<file path="src/rtl/gio_pkg.sv">
package gio_pkg;
  localparam int unsigned DW = 32;
  localparam logic [6:0] OFF_OUT   = 7'h00;
  localparam logic [6:0] OFF_IN    = 7'h04;
  localparam logic [6:0] OFF_DIR   = 7'h08;
  localparam logic [6:0] OFF_POL   = 7'h18;
  localparam logic [6:0] OFF_ANY   = 7'h1C;
  localparam logic [6:0] OFF_CAP   = 7'h20;
  localparam logic [6:0] OFF_MODE  = 7'h2C;
  localparam logic [6:0] OFF_ENSET = 7'h30;
  localparam logic [6:0] OFF_ENCLR = 7'h34;
  localparam logic [6:0] OFF_OSET  = 7'h40;
  localparam logic [6:0] OFF_OCLR  = 7'h44;
  localparam logic [6:0] OFF_DSET  = 7'h48;
  localparam logic [6:0] OFF_DCLR  = 7'h4C;
endpackage

</file>
<file path="src/rtl/gio_sync.sv">
module gio_sync #(
  parameter int NPIN = 32
) (
  input  logic            clk,
  input  logic            rst_n,
  input  logic [NPIN-1:0] raw,
  output logic [NPIN-1:0] smp,
  output logic [NPIN-1:0] smp_prev
);
  logic [NPIN-1:0] meta_q;

  // two flops to resolve metastability, then one more for edge history
  always_ff @(posedge clk or negedge rst_n) begin
    if (!rst_n) begin
      meta_q   <= '0;
      smp      <= '0;
      smp_prev <= '0;
    end else begin
      meta_q   <= raw;
      smp      <= meta_q;
      smp_prev <= smp;
    end
  end
endmodule

</file>
<file path="src/rtl/gio_event.sv">
module gio_event #(
  parameter int NPIN = 32
) (
  input  logic [NPIN-1:0] smp,
  input  logic [NPIN-1:0] smp_prev,
  input  logic [NPIN-1:0] lvl_mode,
  input  logic [NPIN-1:0] neg_pol,
  input  logic [NPIN-1:0] any_edge,
  output logic [NPIN-1:0] hit
);
  genvar g;
  generate
    for (g = 0; g < NPIN; g++) begin : g_pin
      logic rise, fall, active;
      assign rise   = smp[g] & ~smp_prev[g];
      assign fall   = ~smp[g] & smp_prev[g];
      assign active = smp[g] ^ neg_pol[g];
      always_comb begin
        if (lvl_mode[g])      hit[g] = active;
        else if (any_edge[g]) hit[g] = rise | fall;
        else if (neg_pol[g])  hit[g] = fall;
        else                  hit[g] = rise;
      end
    end
  endgenerate
endmodule

</file>
<file path="src/rtl/gio_capture.sv">
module gio_capture #(
  parameter int NPIN = 32
) (
  input  logic            clk,
  input  logic            rst_n,
  input  logic [NPIN-1:0] hit,
  input  logic [NPIN-1:0] clr,
  input  logic [NPIN-1:0] en,
  output logic [NPIN-1:0] cap,
  output logic            irq
);
  // a new event outranks a clear landing in the same cycle
  always_ff @(posedge clk or negedge rst_n) begin
    if (!rst_n) cap <= '0;
    else        cap <= (cap & ~clr) | hit;
  end

  assign irq = |(cap & en);
endmodule

</file>
<file path="src/rtl/gpio_irq_bank.sv">
module gpio_irq_bank
  import gio_pkg::*;
#(
  parameter int NPIN = 32,
  parameter int AW   = 7
) (
  input  logic            clk,
  input  logic            rst_n,
  input  logic [AW-1:0]   reg_addr,
  input  logic            reg_wr,
  input  logic [31:0]     reg_wdata,
  output logic [31:0]     reg_rdata,
  input  logic [NPIN-1:0] pin_in,
  output logic [NPIN-1:0] pin_out,
  output logic [NPIN-1:0] pin_oe,
  output logic            irq
);
  logic [NPIN-1:0] out_q, dir_q, pol_q, any_q, mode_q, en_q;
  logic [NPIN-1:0] smp, smp_prev, hit, cap, clr;
  logic [NPIN-1:0] wd;

  assign wd = reg_wdata[NPIN-1:0];

  function automatic logic hit_off(input logic [AW-1:0] a, input logic [6:0] off);
    return reg_wr && (a == AW'(off));
  endfunction

  always_ff @(posedge clk or negedge rst_n) begin
    if (!rst_n) begin
      out_q  <= '0;
      dir_q  <= '0;
      pol_q  <= '0;
      any_q  <= '0;
      mode_q <= '0;
      en_q   <= '0;
    end else begin
      if (hit_off(reg_addr, OFF_OUT))   out_q  <= wd;
      if (hit_off(reg_addr, OFF_OSET))  out_q  <= out_q | wd;
      if (hit_off(reg_addr, OFF_OCLR))  out_q  <= out_q & ~wd;
      if (hit_off(reg_addr, OFF_DIR))   dir_q  <= wd;
      if (hit_off(reg_addr, OFF_DSET))  dir_q  <= dir_q | wd;
      if (hit_off(reg_addr, OFF_DCLR))  dir_q  <= dir_q & ~wd;
      if (hit_off(reg_addr, OFF_POL))   pol_q  <= wd;
      if (hit_off(reg_addr, OFF_ANY))   any_q  <= wd;
      if (hit_off(reg_addr, OFF_MODE))  mode_q <= wd;
      if (hit_off(reg_addr, OFF_ENSET)) en_q   <= en_q | wd;
      if (hit_off(reg_addr, OFF_ENCLR)) en_q   <= en_q & ~wd;
    end
  end

  assign clr = hit_off(reg_addr, OFF_CAP) ? wd : '0;

  gio_sync #(.NPIN(NPIN)) u_sync (
    .clk(clk), .rst_n(rst_n), .raw(pin_in), .smp(smp), .smp_prev(smp_prev)
  );

  gio_event #(.NPIN(NPIN)) u_event (
    .smp(smp), .smp_prev(smp_prev), .lvl_mode(mode_q), .neg_pol(pol_q),
    .any_edge(any_q), .hit(hit)
  );

  gio_capture #(.NPIN(NPIN)) u_cap (
    .clk(clk), .rst_n(rst_n), .hit(hit), .clr(clr), .en(en_q),
    .cap(cap), .irq(irq)
  );

  always_comb begin
    unique case (reg_addr)
      AW'(OFF_OUT), AW'(OFF_OSET), AW'(OFF_OCLR): reg_rdata = DW'(out_q);
      AW'(OFF_DIR), AW'(OFF_DSET), AW'(OFF_DCLR): reg_rdata = DW'(dir_q);
      AW'(OFF_ENSET), AW'(OFF_ENCLR):             reg_rdata = DW'(en_q);
      AW'(OFF_IN):                                reg_rdata = DW'(smp);
      AW'(OFF_POL):                               reg_rdata = DW'(pol_q);
      AW'(OFF_ANY):                               reg_rdata = DW'(any_q);
      AW'(OFF_MODE):                              reg_rdata = DW'(mode_q);
      AW'(OFF_CAP):                               reg_rdata = DW'(cap);
      default:                                    reg_rdata = '0;
    endcase
  end

  assign pin_out = out_q;
  assign pin_oe  = dir_q;
endmodule

</file>
<file path="config.mk">
export PLATFORM = sky130hd
export DESIGN_NAME = gpio_irq_bank
export DESIGN_NICKNAME = d
export VERILOG_FILES = /design/src/rtl/gio_pkg.sv /design/src/rtl/gio_sync.sv /design/src/rtl/gio_event.sv /design/src/rtl/gio_capture.sv /design/src/rtl/gpio_irq_bank.sv
export SDC_FILE = /design/constraint.sdc
export NUM_CORES = 1
export LEC_CHECK = 0
export BUFFER_PORTS_ARGS = -buffer_cell sky130_fd_sc_hd__buf_2
export CORE_MARGIN = 5
export CORE_UTILIZATION = 36
export DETAILED_ROUTE_END_ITERATION = 6
export GPL_ROUTABILITY_DRIVEN = 1
export SYNTH_ARGS = -nofsm -noshare
export SYNTH_HDL_FRONTEND = slang
export SYNTH_SLANG_ARGS = --single-unit
</file>
<file path="constraint.sdc">
create_clock -name clk -period 3 [get_ports clk]
set_input_delay 0.3 -clock clk [delete_from_list [all_inputs] [get_ports clk]]
set_output_delay 0.3 -clock clk [all_outputs]
set_load 0.02 [all_outputs]
</file>
==> run_results.csv <==
group,metric,value,unit
routing,drc,0,
sta,maxSlewViolCount,0,
logic_synthesis,synthArstFlopShare,100,%
clock_tree,cts_made_buffers,39,
clock_tree,clk_pin_slew,0.06,ns
sta,skew,0.0171,ns
worst_setup_path,cp-startpoint,"reg_addr[5]",
worst_setup_path,cp-end-kind,"output port",
run_status,status,"finished, final reports clean",
logic_synthesis,yosysTopAreaCellShare,50.5,%
worst_setup_path,ff2ff_setup_slack,1.43,ns
worst_setup_path,arrival,2.58,ns
logic_synthesis,ys_ff_latch,320,
routing,firstDrtPassIters,7,
pwr,power.density,594,nW/um^2
placement,io_buffers,170,
floorplanning,pin_count,171,
floorplanning,dieWidth,220,um
worst_hold_path,hold_class,"in -> reg",
logic_synthesis,netlist_area,15900,um^2
cells_and_area,multi_input_area,7040,um^2
worst_setup_path,critPathCapture,"reg_rdata[30]",
sta,finalSetupTns,0,ns
cells_and_area,drive_above_1_share,26.7,%
clock_tree,tritoncts,"done",
clock_tree,insertion_delay,0.56,ns
floorplanning,rows,77,
worst_setup_path,critical_path_class,"in -> out",
sta,slew_headroom,47.6,%
floorplanning,floorplan.initialDensity,36.1,%
logic_synthesis,synth_area_per_cell,11.2,um^2
floorplanning,die_area,48400,um^2
global_route,grt_max_degree,86,
worst_setup_path,crit_fanout,14,
worst_setup_path,start_kind,"input port",
sta,rsz0062_at_grt,"no",
sta,max_freq,347,MHz
logic_synthesis,synth_top_area_cell,"dfrtp_1",
sta,period_minus_slack,2.88,ns
logic_synthesis,yosysWarnings,0,
routing,first_iter_violations,1070,
logic_synthesis,ys.flop_type,"dfrtp_1",
cells_and_area,fillCellCount,4201,
floorplanning,die_h,220,um
sta,whs,0.0912,ns
run,drv_cap,0,
pwr,p_leak,9.47,nW
sta,finalHoldViolations,0,
routing,vias,12200,
clock_tree,ctsResizeCount,0,
sta,setup-violations-final,0,
logic_synthesis,syn_nets,1559,
logic_synthesis,yosysMostFrequentCell,"dfrtp_1",
cells_and_area,register_area,8010,um^2
placement,hpwl,34.7,mm
clock_tree,clock_sinks,320,
global_route,antenna_found_initial,4,
routing,avgRoutedWirePerCell,23.1,um
worst_setup_path,r2r_end,"u_cap.cap[2]$_DFF_PN0_",
cells_and_area,areaGrowthSynthToFinish,21.4,%
global_route,grt_pass1_wl,78.1,mm
sta,worstMarginPinSlew,0.785,ns
logic_synthesis,ys_top_cells_by_count,"dfrtp_1, nand2_1, o21ai_0",
logic_synthesis,synth_cells,1421,
clock_tree,clk_root_buffer_cell,"clkbuf_16",
routing,detail-route-antenna-nets,0,
clock_tree,cts_buffer_depth,3,
routing,vias_per_cell,5.44,
pwr,peakVddDrop,0.334,mV
global_route,grt_overflow,0,
clock_tree,h-tree-depth,2,
routing,routed_wl,51.8,mm
logic_synthesis,synthTopCellsByArea,"dfrtp_1, mux2_2, ha_1",
worst_setup_path,reg2reg_from,"u_sync.smp[2]$_DFF_PN0_",
logic_synthesis,ys_seq_area_share,50.5,%
cells_and_area,nets,1757,
global_route,grt_use_total,21.3,%
global_route,grt_pass1_vias,12400,
sta,finalCritPeriodShare,96.0,%
clock_tree,post_cts_buffers,0,
worst_setup_path,worstPathRequired,2.70,ns
logic_synthesis,synth_cell_types,52,
placement,gp_congestion,0.883,
floorplanning,coreArea,43900,um^2
logic_synthesis,synth_edf_count,0,
worst_setup_path,reg2regPathDepth,6,
## power breakdown
group / internal, mW / total, mW / switching, mW / leakage [nW]
Clock: 3.22 / 5.14 / 1.92 / 0.682
Sequential: 4.64 / 4.98 / 0.335 / 3.86
Combinational: 0.578 / 1.33 / 0.752 / 4.93
Total: 8.44 / 11.4 / 3.01 / 9.47
## registers in the layout, indices dropped and copies added (netlist names), named ones only
signal and flops:
u_sync.meta_q 32, u_sync.smp 32, u_sync.smp_prev 32, pol_q 32, u_cap.cap 32, pin_out 32, any_q 32, mode_q 32
pin_oe 32
## critical path: stages
cell and delay, ns:
buf_2 0.20, nor4_1 0.63, buf_4 0.26, and3_1 0.45, a22oi_1 0.25, o211ai_1 0.24, buf_2 0.23
## stage by stage
stage          cells  power (mW)  util (%)  instance area, um^2  worst slack [ns]
6_report        2242        11.4      43.8                19300             0.120
5_1_grt         2242        11.9      43.8                19300            0.0967
4_1_cts         2240        11.6      43.8                19300             0.177
3_3_place_gp    2137        6.30      39.9                17500             0.193
2_1_floorplan   1421        5.74         -                15900             0.800
3_5_place_dp    2137        6.34      39.9                17500             0.175
## worst min-delay path by stage
| stage | startpoint | end | slack [ns] | cells after the start |
|---|---|---|---|---|
| after floorplan | rst_n | async pin | 0.004 | 0 |
| after global placement | rst_n | u_sync.meta_q[11]$_DFF_PN0_ | 0.30 | 1 |
| after detailed placement | rst_n | u_sync.meta_q[11]$_DFF_PN0_ | 0.31 | 1 |
| after CTS | reg_wdata[14] | flop | 0.06 | 3 |
| after global routing | reg_wdata[28] | flop | 0.1 | 3 |
| final | reg_wdata[26] | flop | 0.09 | 3 |
## layer usage
| layer | global-route usage, % | vias up | wire (um) |
|---|---|---|---|
| met5 | 0 | - | 13 |
| met4 | 8.65 | 2 | 2050 |
| met1 | 29.2 | 6156 | 22400 |
| met2 | 33.5 | 466 | 23800 |
| li1 | - | 5460 | - |
| met3 | 3.96 | 117 | 3540 |
## repair_timing
item,CTS,global route
hold endpoints to repair,91,0
endpoints found under the setup margin,0,0
hold buffers,33,0
## cell type report
type	instances	share of cell area [%]
Timing Repair Buffer	261	8.83
Antenna cell	2	0.0260
Multi-Input combinational cell	899	36.6
Inverter	98	1.91
Sequential cell	320	41.6
Clock inverter	19	1.46
Clock buffer	51	5.78
Tap cell	592	3.85
## kinds of logic after synthesis
| kind of cell | share of synthesized area [%] |
|---|---|
| AOI/OAI and AO/OA | 15.9 |
| and+or+nand+nor | 7.22 |
| xor gates and xnor gates | 1.77 |
| buffers and inverters | 5.42 |
| adders and majority gates | 5.05 |
| muxes | 14.2 |
| DFF | 50.5 |
## layout by cell type, fill, tap and decap left out, drive strengths merged, types with 10 or more instances in the layout
master,n
o21ai,134
a22o,64
o2bb2ai,12
xor2,32
a21o,32
dfrtp,320
buf,228
dlygate4sd3,33
o22ai,12
nand4,12
clkbuf,51
nor2,10
nor3,20
a211o,12
ha,64
inv,98
mux2,141
mux2i,55
nand2,157
a22oi,58
Note: power is estimated with default switching activity, not from simulation.
